--- src/rtl/ocd_pkg.sv ---
// Package: shared types and helpers for the octal output controller.
// Assumes all users sample these control lines in the system clock domain.
package ocd_pkg;

    // Control lines packed in one vector; en_n sits in the top bit.
    typedef struct packed {
        logic en_n;
        logic stb;
        logic sdi;
        logic sck;
    } ctl_t;

    localparam int unsigned CTL_W = 4;
    // Reset image of the synchronized controls: outputs disabled.
    localparam logic [CTL_W-1:0] CTL_RST = 4'b1000;

    // Rising-edge test between the current and the previous sample.
    function automatic logic rise_of(input logic cur, input logic prev);
        return cur & ~prev;
    endfunction

    // Falling-edge test between the current and the previous sample.
    function automatic logic fall_of(input logic cur, input logic prev);
        return ~cur & prev;
    endfunction

endpackage

--- src/rtl/ocd_sync.sv ---
// Module: multi-stage synchronizer bank for asynchronous inputs.
// Assumes: each bit is an independent slow level; STAGES >= 2.
module ocd_sync #(
    parameter int unsigned W      = 12,
    parameter int unsigned STAGES = 2,
    parameter logic [W-1:0] RST_VAL = '0
) (
    input  logic         clk,
    input  logic         rst_n,
    input  logic [W-1:0] d_i,
    output logic [W-1:0] q_o
);
    logic [W-1:0] stage_q [STAGES];

    for (genvar g = 0; g < STAGES; g++) begin : g_stage
        if (g == 0) begin : g_first
            // Capture the raw asynchronous inputs.
            always_ff @(posedge clk) begin
                if (!rst_n) stage_q[g] <= RST_VAL;
                else        stage_q[g] <= d_i;
            end
        end else begin : g_next
            // Pass the sample on to let metastability settle.
            always_ff @(posedge clk) begin
                if (!rst_n) stage_q[g] <= RST_VAL;
                else        stage_q[g] <= stage_q[g-1];
            end
        end
    end

    assign q_o = stage_q[STAGES-1];
endmodule

--- src/rtl/ocd_shifter.sv ---
// Module: serial input shift register with chain output.
// Shifts MSB first on a serial clock rise; updates sdo on a serial clock fall.
// Assumes: sck_s/sdi_s are already synchronized and sdi_s is stable at the rise.
module ocd_shifter
    import ocd_pkg::*;
#(
    parameter int unsigned CH = 8
) (
    input  logic          clk,
    input  logic          rst_n,
    input  logic          sck_s,
    input  logic          sdi_s,
    output logic [CH-1:0] shift_q,
    output logic          sdo_o
);
    logic sck_d;
    logic sck_rise;
    logic sck_fall;

    assign sck_rise = rise_of(sck_s, sck_d);
    assign sck_fall = fall_of(sck_s, sck_d);

    // Remember the last serial clock sample for edge detection.
    always_ff @(posedge clk) begin
        if (!rst_n) sck_d <= 1'b0;
        else        sck_d <= sck_s;
    end

    // Shift a new bit into stage 0; older bits move toward stage CH-1.
    always_ff @(posedge clk) begin
        if (!rst_n)        shift_q <= '0;
        else if (sck_rise) shift_q <= {shift_q[CH-2:0], sdi_s};
    end

    // Present the last stage on the chain output after a falling edge.
    always_ff @(posedge clk) begin
        if (!rst_n)        sdo_o <= 1'b0;
        else if (sck_fall) sdo_o <= shift_q[CH-1];
    end
endmodule

--- src/rtl/ocd_latch.sv ---
// Module: strobe-controlled output buffer.
// Transparent while the strobe is high, holding while it is low; also flags the strobe rise.
// Assumes: stb_s is synchronized.
module ocd_latch
    import ocd_pkg::*;
#(
    parameter int unsigned CH = 8
) (
    input  logic          clk,
    input  logic          rst_n,
    input  logic          stb_s,
    input  logic [CH-1:0] shift_q,
    output logic [CH-1:0] latch_q,
    output logic          stb_rise_o
);
    logic stb_d;

    assign stb_rise_o = rise_of(stb_s, stb_d);

    // Previous strobe sample for rise detection.
    always_ff @(posedge clk) begin
        if (!rst_n) stb_d <= 1'b0;
        else        stb_d <= stb_s;
    end

    // Follow the shift register while the strobe is high.
    always_ff @(posedge clk) begin
        if (!rst_n)     latch_q <= '0;
        else if (stb_s) latch_q <= shift_q;
    end
endmodule

--- src/rtl/ocd_guard.sv ---
// Module: per-channel over-current trip latches, output gating and fault flag.
// A driven channel that reports over-current trips and is held off until a strobe rise.
// If the set and the clear meet in one cycle, the set wins.
// Assumes: oc_s and en_n_s are synchronized.
module ocd_guard #(
    parameter int unsigned CH = 8
) (
    input  logic          clk,
    input  logic          rst_n,
    input  logic [CH-1:0] latch_q,
    input  logic          en_n_s,
    input  logic [CH-1:0] oc_s,
    input  logic          stb_rise,
    output logic [CH-1:0] trip_q,
    output logic [CH-1:0] drv_o,
    output logic          fault_n_o
);
    logic [CH-1:0] trip_next;

    for (genvar c = 0; c < CH; c++) begin : g_chan
        // Next trip state: cleared by a strobe rise, set by over-current on a driven channel.
        always_comb begin
            trip_next[c] = (trip_q[c] & ~stb_rise) | (oc_s[c] & drv_o[c]);
        end

        // Trip latch for this channel.
        always_ff @(posedge clk) begin
            if (!rst_n) trip_q[c] <= 1'b0;
            else        trip_q[c] <= trip_next[c];
        end

        // Registered drive: buffered bit, gated by enable and trip.
        always_ff @(posedge clk) begin
            if (!rst_n) drv_o[c] <= 1'b0;
            else        drv_o[c] <= latch_q[c] & ~en_n_s & ~trip_q[c];
        end
    end

    // Registered active-low flag for any tripped channel.
    always_ff @(posedge clk) begin
        if (!rst_n) fault_n_o <= 1'b1;
        else        fault_n_o <= ~(|trip_next);
    end
endmodule

--- src/rtl/octal_out_ctrl.sv ---
// Top: serial-loaded octal output controller.
// Synchronizes the inputs, shifts the serial data, buffers it on the strobe,
// gates the outputs with enable and the over-current trips.
// Assumes: every serial clock level lasts at least four clk cycles.
module octal_out_ctrl
    import ocd_pkg::*;
#(
    parameter int unsigned CH          = 8,
    parameter int unsigned SYNC_STAGES = 2
) (
    input  logic          clk,
    input  logic          rst_n,
    input  logic          sck_i,
    input  logic          sdi_i,
    input  logic          stb_i,
    input  logic          en_n_i,
    input  logic [CH-1:0] oc_i,
    output logic          sdo_o,
    output logic [CH-1:0] drv_o,
    output logic          fault_n_o
);
    localparam int unsigned SYNC_W = CH + CTL_W;
    localparam logic [SYNC_W-1:0] SYNC_RST = {{CH{1'b0}}, CTL_RST};

    ctl_t              ctl_raw;
    ctl_t              ctl_s;
    logic [SYNC_W-1:0] sync_q;
    logic [CH-1:0]     oc_s;
    logic              stb_s;
    logic              en_n_s;
    logic              stb_rise;
    logic [CH-1:0]     shift_q;
    logic [CH-1:0]     latch_q;
    logic [CH-1:0]     trip_q;

    // Gather the control pins into one vector.
    always_comb begin
        ctl_raw.en_n = en_n_i;
        ctl_raw.stb  = stb_i;
        ctl_raw.sdi  = sdi_i;
        ctl_raw.sck  = sck_i;
    end

    ocd_sync #(
        .W       (SYNC_W),
        .STAGES  (SYNC_STAGES),
        .RST_VAL (SYNC_RST)
    ) u_sync (
        .clk   (clk),
        .rst_n (rst_n),
        .d_i   ({oc_i, ctl_raw}),
        .q_o   (sync_q)
    );

    assign ctl_s  = ctl_t'(sync_q[CTL_W-1:0]);
    assign oc_s   = sync_q[SYNC_W-1:CTL_W];
    assign stb_s  = ctl_s.stb;
    assign en_n_s = ctl_s.en_n;

    ocd_shifter #(.CH(CH)) u_shift (
        .clk     (clk),
        .rst_n   (rst_n),
        .sck_s   (ctl_s.sck),
        .sdi_s   (ctl_s.sdi),
        .shift_q (shift_q),
        .sdo_o   (sdo_o)
    );

    ocd_latch #(.CH(CH)) u_latch (
        .clk        (clk),
        .rst_n      (rst_n),
        .stb_s      (stb_s),
        .shift_q    (shift_q),
        .latch_q    (latch_q),
        .stb_rise_o (stb_rise)
    );

    ocd_guard #(.CH(CH)) u_guard (
        .clk       (clk),
        .rst_n     (rst_n),
        .latch_q   (latch_q),
        .en_n_s    (en_n_s),
        .oc_s      (oc_s),
        .stb_rise  (stb_rise),
        .trip_q    (trip_q),
        .drv_o     (drv_o),
        .fault_n_o (fault_n_o)
    );
endmodule

--- config.mk ---
export PLATFORM = sky130hd
export DESIGN_NAME = octal_out_ctrl
export DESIGN_NICKNAME = d
export VERILOG_FILES = /design/src/rtl/ocd_pkg.sv /design/src/rtl/ocd_sync.sv /design/src/rtl/ocd_shifter.sv /design/src/rtl/ocd_latch.sv /design/src/rtl/ocd_guard.sv /design/src/rtl/octal_out_ctrl.sv
export SDC_FILE = /design/constraint.sdc
export NUM_CORES = 1
export LEC_CHECK = 0
export ABC_AREA = 1
export CORE_ASPECT_RATIO = 2
export CORE_MARGIN = 1
export CORE_UTILIZATION = 45
export CTS_CLUSTER_DIAMETER = 120
export DETAILED_ROUTE_END_ITERATION = 12
export DONT_BUFFER_PORTS = 1
export PLACE_DENSITY = 0.65
export REMOVE_ABC_BUFFERS = 1
export SETUP_SLACK_MARGIN = 0.1
export SYNTH_ARGS = -nofsm -noshare
export SYNTH_HDL_FRONTEND = slang
export SYNTH_HIERARCHICAL = 1
export SYNTH_SLANG_ARGS = --single-unit
--- constraint.sdc ---
create_clock -name clk -period 1.8 [get_ports clk]
set_clock_uncertainty 0.1 [all_clocks]
set_input_delay 0.18 -clock clk [delete_from_list [all_inputs] [get_ports clk]]
set_output_delay 0.18 -clock clk [all_outputs]
set_load 0.02 [all_outputs]
; Word level (Yosys, flattened, before mapping)
; Memory sizes are Yosys's and may differ from the RTL's.
; Index checks and enable logic that the tools add are counted.
[op_classes]
mux = 4
shifts = 0
multipliers = 0
n_reduce_logical = 1
n_lt_le_gt_ge = 0
bitwise = 59
add_sub_neg = 0
eq_ne = 0
div_mod_pow = 0
[ops]
columns = cell, n
row1 = 1-bit AND, 35
row2 = 12-bit two-way mux, 2
row3 = 1-bit NOT, 14
row4 = 1-bit bitwise OR, 10
row5 = 8-bit OR reduction, 1
row6 = 1-bit two-way mux, 2
[totals]
romBits = 0
latch_bits = 0
inputBits = 14
regBits = 36
ram_bits = 24
n_memories = 1
word_cells = 87
[memory_table]
columns = name, depth, width, read_ports, rd_clocked_by_memory_dff, write_ports, line_no
row1 = u_sync.stage_q, 2, 12, 2, 0, 2, ocd_sync.sv:13  ; logic [W-1:0] stage_q [STAGES];

; Depth between registers and ports, before layout
[logic_depth]
depth_word = 7
depth_mapped = 11
ltp_nobuf = 8

; Hierarchy
; The synthesis kept the hierarchy.
[by_module_without_submodules]
columns = mod, instances, cells_each, area_per_inst_um2, seq_area_each_um2
row1 = ocd_sync, 1, 74, 683.2, 480.5
row2 = ocd_guard, 1, 91, 664.4, 340.3
row3 = ocd_shifter, 1, 62, 426.7, 200.2
row4 = ocd_latch, 1, 56, 381.6, 180.2

; Least setup slack after synthesis
; No wires, ideal clock.
[synth_path]
kind = reg2reg
startpoint = mem u_sync.stage_q[1][2]
endpoint = reg u_guard.fault_n_o
arrival_time_ns = 1.176
setup_slack_ns = 0.466
setup_ns = 0.058
period_less_slack_ns = 1.334
path_stages_with_launch = 12
path_buffers = 3
path_cell_list = dfxtp_1 > buf_6 > buf_12 > inv_1 > nor2_1 > buf_6 > nor2_1 > nor2_1 > nand2_1 > nor2_1 > nand2_1 > nand2_1
[synth_rtl]
columns = item, line_no
row1 = from (decl), ocd_sync.sv:13
row2 = to (signal assigned), ocd_guard.sv:42  ; else fault_n_o <= ~(|trip_next);
row3 = to (decl), ocd_guard.sv:16  ; output logic fault_n_o

==> impl_metrics.py <==
metrics = {
    "sta": {
        "finalHoldViolCount": 0,
        "slew_violations": 0,
        "fin_crit_ns": 1.43,
        "rsz0062_at_grt": "false",
        "maxSlewHeadroom_pct": 65.4,
        "setup_viol": 0,
        "fmax_ghz": 0.701,
        "worst_pin_slew_ns": 0.520,
        "min_period_over_period_pct": 79.3,
        "fin_setup_tns_ns": 0,
    },
    "final_layout": {
        "nets": 313,
        "drive_gt1_share_pct": 9.54,
        "final_util_pct": 54.2,
        "syn_to_final_growth_pct": 15.6,
        "fill_cells": 463,
        "diodes": 0,
    },
    "grt": {
        "grt_max_degree": 46,
        "first_global_vias": 1474,
        "grt_remaining_overflow": 0,
        "grt_usage_pct": 16.6,
        "grt_pass1_wl_um": 6080,
        "antenna_found_initial": 0,
    },
    "setup_path": {
        "start_kind": "flip-flop",
        "slowest_delay_ns": 0.38,
        "cp_cell_sequence": "inv_1 > nor2_1 > nor2_1 > nor2_1 > nand2_1 > nor2_1 > nand2_1 > nand2_1",
        "crit_arrival_ns": 1.60,
        "cp-end-kind": "flip-flop",
        "slowest_stage": "nor2_1",
        "worstPathRequired_ns": 1.97,
        "worstSetupPathType": "reg -> reg",
        "critPathMostFrequentCell": "nor2_1",
        "path_max_fanout": 8,
        "path_buf_inv": 1,
        "critical_path.top_delay_family": "simple AND/OR/NAND/NOR gates",
    },
    "route": {
        "drcViolationCount": 0,
        "drt-initial-drc-count": 11,
        "post_drt_via_cell_ratio": 4.28,
        "routedWlPerCell_um": 9.59,
        "via_count": 1538,
        "drt.antenna.violating_nets": 0,
        "firstDrtPassIters": 4,
        "drt-total-wl_um": 3440,
    },
    "floorplanning": {
        "start_util_pct": 46.9,
        "dieArea_mm2": 0.00509,
        "fp.dieH_um": 99.9,
        "coreArea_mm2": 0.00460,
        "rows": 35,
        "io_pins": 24,
        "dieWidth_um": 50.9,
    },
    "logic_synthesis": {
        "synth_edf_count": 0,
        "postSynth.asyncResetShare_pct": 0,
        "synth-main-ff-cell": "dfxtp_1",
        "synth_seq_cells": 60,
        "netlist-cell-type-count": 15,
        "seq_area_frac_synth_pct": 55.7,
        "yosys.area.top_type": "dfxtp_1",
        "synth_area_mm2": 0.00216,
        "synth_warnings": 6,
        "synth_most_common_cell": "nand2_1",
        "synth_top_cells_by_count": "73 x nand2_1, 60 x dfxtp_1, 59 x inv_1",
        "synth_top_area_share_pct": 55.7,
        "synth_area_per_cell_um2": 7.62,
        "syn_inst": 283,
        "ys_top_cells_by_area": "dfxtp_1 56%, nand2_1 13%, inv_1 10%",
    },
    "hold_path": {
        "hold_path_class": "in -> reg",
    },
    "clocking": {
        "numCtsBuffers": 9,
        "cts_resized": 0,
        "cts_root_buf": "clkbuf_8",
        "htree_levels": 3,
        "clock-sinks": 60,
        "cts_tree": "yes",
        "clk_pin_slew_worst_paths_ns": 0.07,
        "clk-insertion-delay-late_ns": 0.33,
        "cts_buffer_depth": 2,
    },
    "outcome": {
        "status": "complete, no violations",
    },
    "placed_design": {
        "numPortBuffers": 0,
        "gp_congestion": 0.792,
        "hpwl_um": 2250,
    },
    "power": {
        "max-vdd-ir-drop_uv": 629,
        "p_per_area_mw_per_mm2": 1130,
        "power.leakage_nw": 1.26,
    },
    "job": {
        "drv_cap": 0,
    },
}
[per-stage QoR]
step	instances	power (mW)	hold WS (ns)	worst slack, ns	area [um^2]
after global placement	330	1.52	0.159	0.477	2130
after floorplan	274	1.50	0.149	0.276	2060
after detailed placement	330	1.52	0.159	0.396	2130
after CTS	359	2.86	0.00579	0.367	2490
after global routing	359	2.94	0.0113	0.110	2490
final	359	2.81	0.0186	0.373	2490
[power breakdown]
part / total, mW / leakage, nW / switching [mW] / internal [mW]
Clock: 1.28 / 0.102 / 0.505 / 0.779
Sequential: 1.40 / 0.491 / 0.0239 / 1.37
Combinational: 0.131 / 0.666 / 0.0728 / 0.0582
Total: 2.81 / 1.26 / 0.602 / 2.21
[final cells by class]
cell class	instances	area [um^2]	share of cell area [%]
repair buffers	14	148	5.93
multi-input cells	152	622	25.0
inverters	62	235	9.44
flip-flops and latches	60	1200	48.2
well taps	55	68.8	2.76
clock inverters	6	88.8	3.57
clock buffers	10	128	5.12
[flip-flops by register name (all words and copies together), names as in the netlist]
name               cells
u_guard/fault_n_o      1
u_shift/sck_d          1
u_sync/stage_q        24
u_guard/drv_o          8
u_guard/trip_q         8
u_latch/latch_q        8
u_latch/stb_d          1
u_shift/shift_q        8
u_shift/sdo_o          1
[layer usage]
layer	up-vias	share of wire, %	track usage (%)
li1	828	-	-
met1	681	41	15.8
met2	22	53	28.4
met3	7	3.8	6.06
met4	0	2.8	11.3
met5	-	0	0
[kinds of logic (layout without fill, tap and decap cells)]
| group | count (synthesis) | after routing | synth area share [%] |
|---|---|---|---|
| DFF | 60 | 60 | 55.7 |
| buffers and inverters | 71 | 92 | 15.4 |
| AOI/OAI and AO/OA | 2 | 2 | 0.580 |
| and+or+nand+nor | 150 | 150 | 28.3 |
[worst register-to-register path, delay by kind of cell (launching register included)]
kind	cells	cell delay (ns)
buffers and inverters	1	0.04
DFF	1	0.33
and+or+nand+nor	7	0.90
[final timing paths]
kind | startpoint | endpoint | slack [ns] | cells after the start
worst max register to register | u_sync/stage_q[1][2] | u_guard/fault_n_o | 0.37 | 8
worst min register to register | u_sync/stage_q[0][3] | u_sync/stage_q[1][3] | 0.29 | 2
worst max-delay path | u_sync/stage_q[1][2] | u_guard/fault_n_o | 0.37 | 8
worst min-delay path | rst_n | u_sync/stage_q[1][3] | 0.02 | 2
[repair_timing]
action	4_1_cts	5_1_grt
endpoints found under the hold margin	52	0
hold buffers	13	0
setup buffers	0	0
[layout by cell type, fill, tap and decap left out, drive strengths merged]
cell / instances
buf: 2
clkinvlp: 2
dfxtp: 60
bufinv: 2
inv: 62
nor2: 67
nand2: 73
clkbuf: 10
a21oi: 1
nand3: 9
clkinv: 2
dlygate4sd3: 12
or2: 1
o21a: 1
No activity file was read; power rests on OpenSTA's default activity.
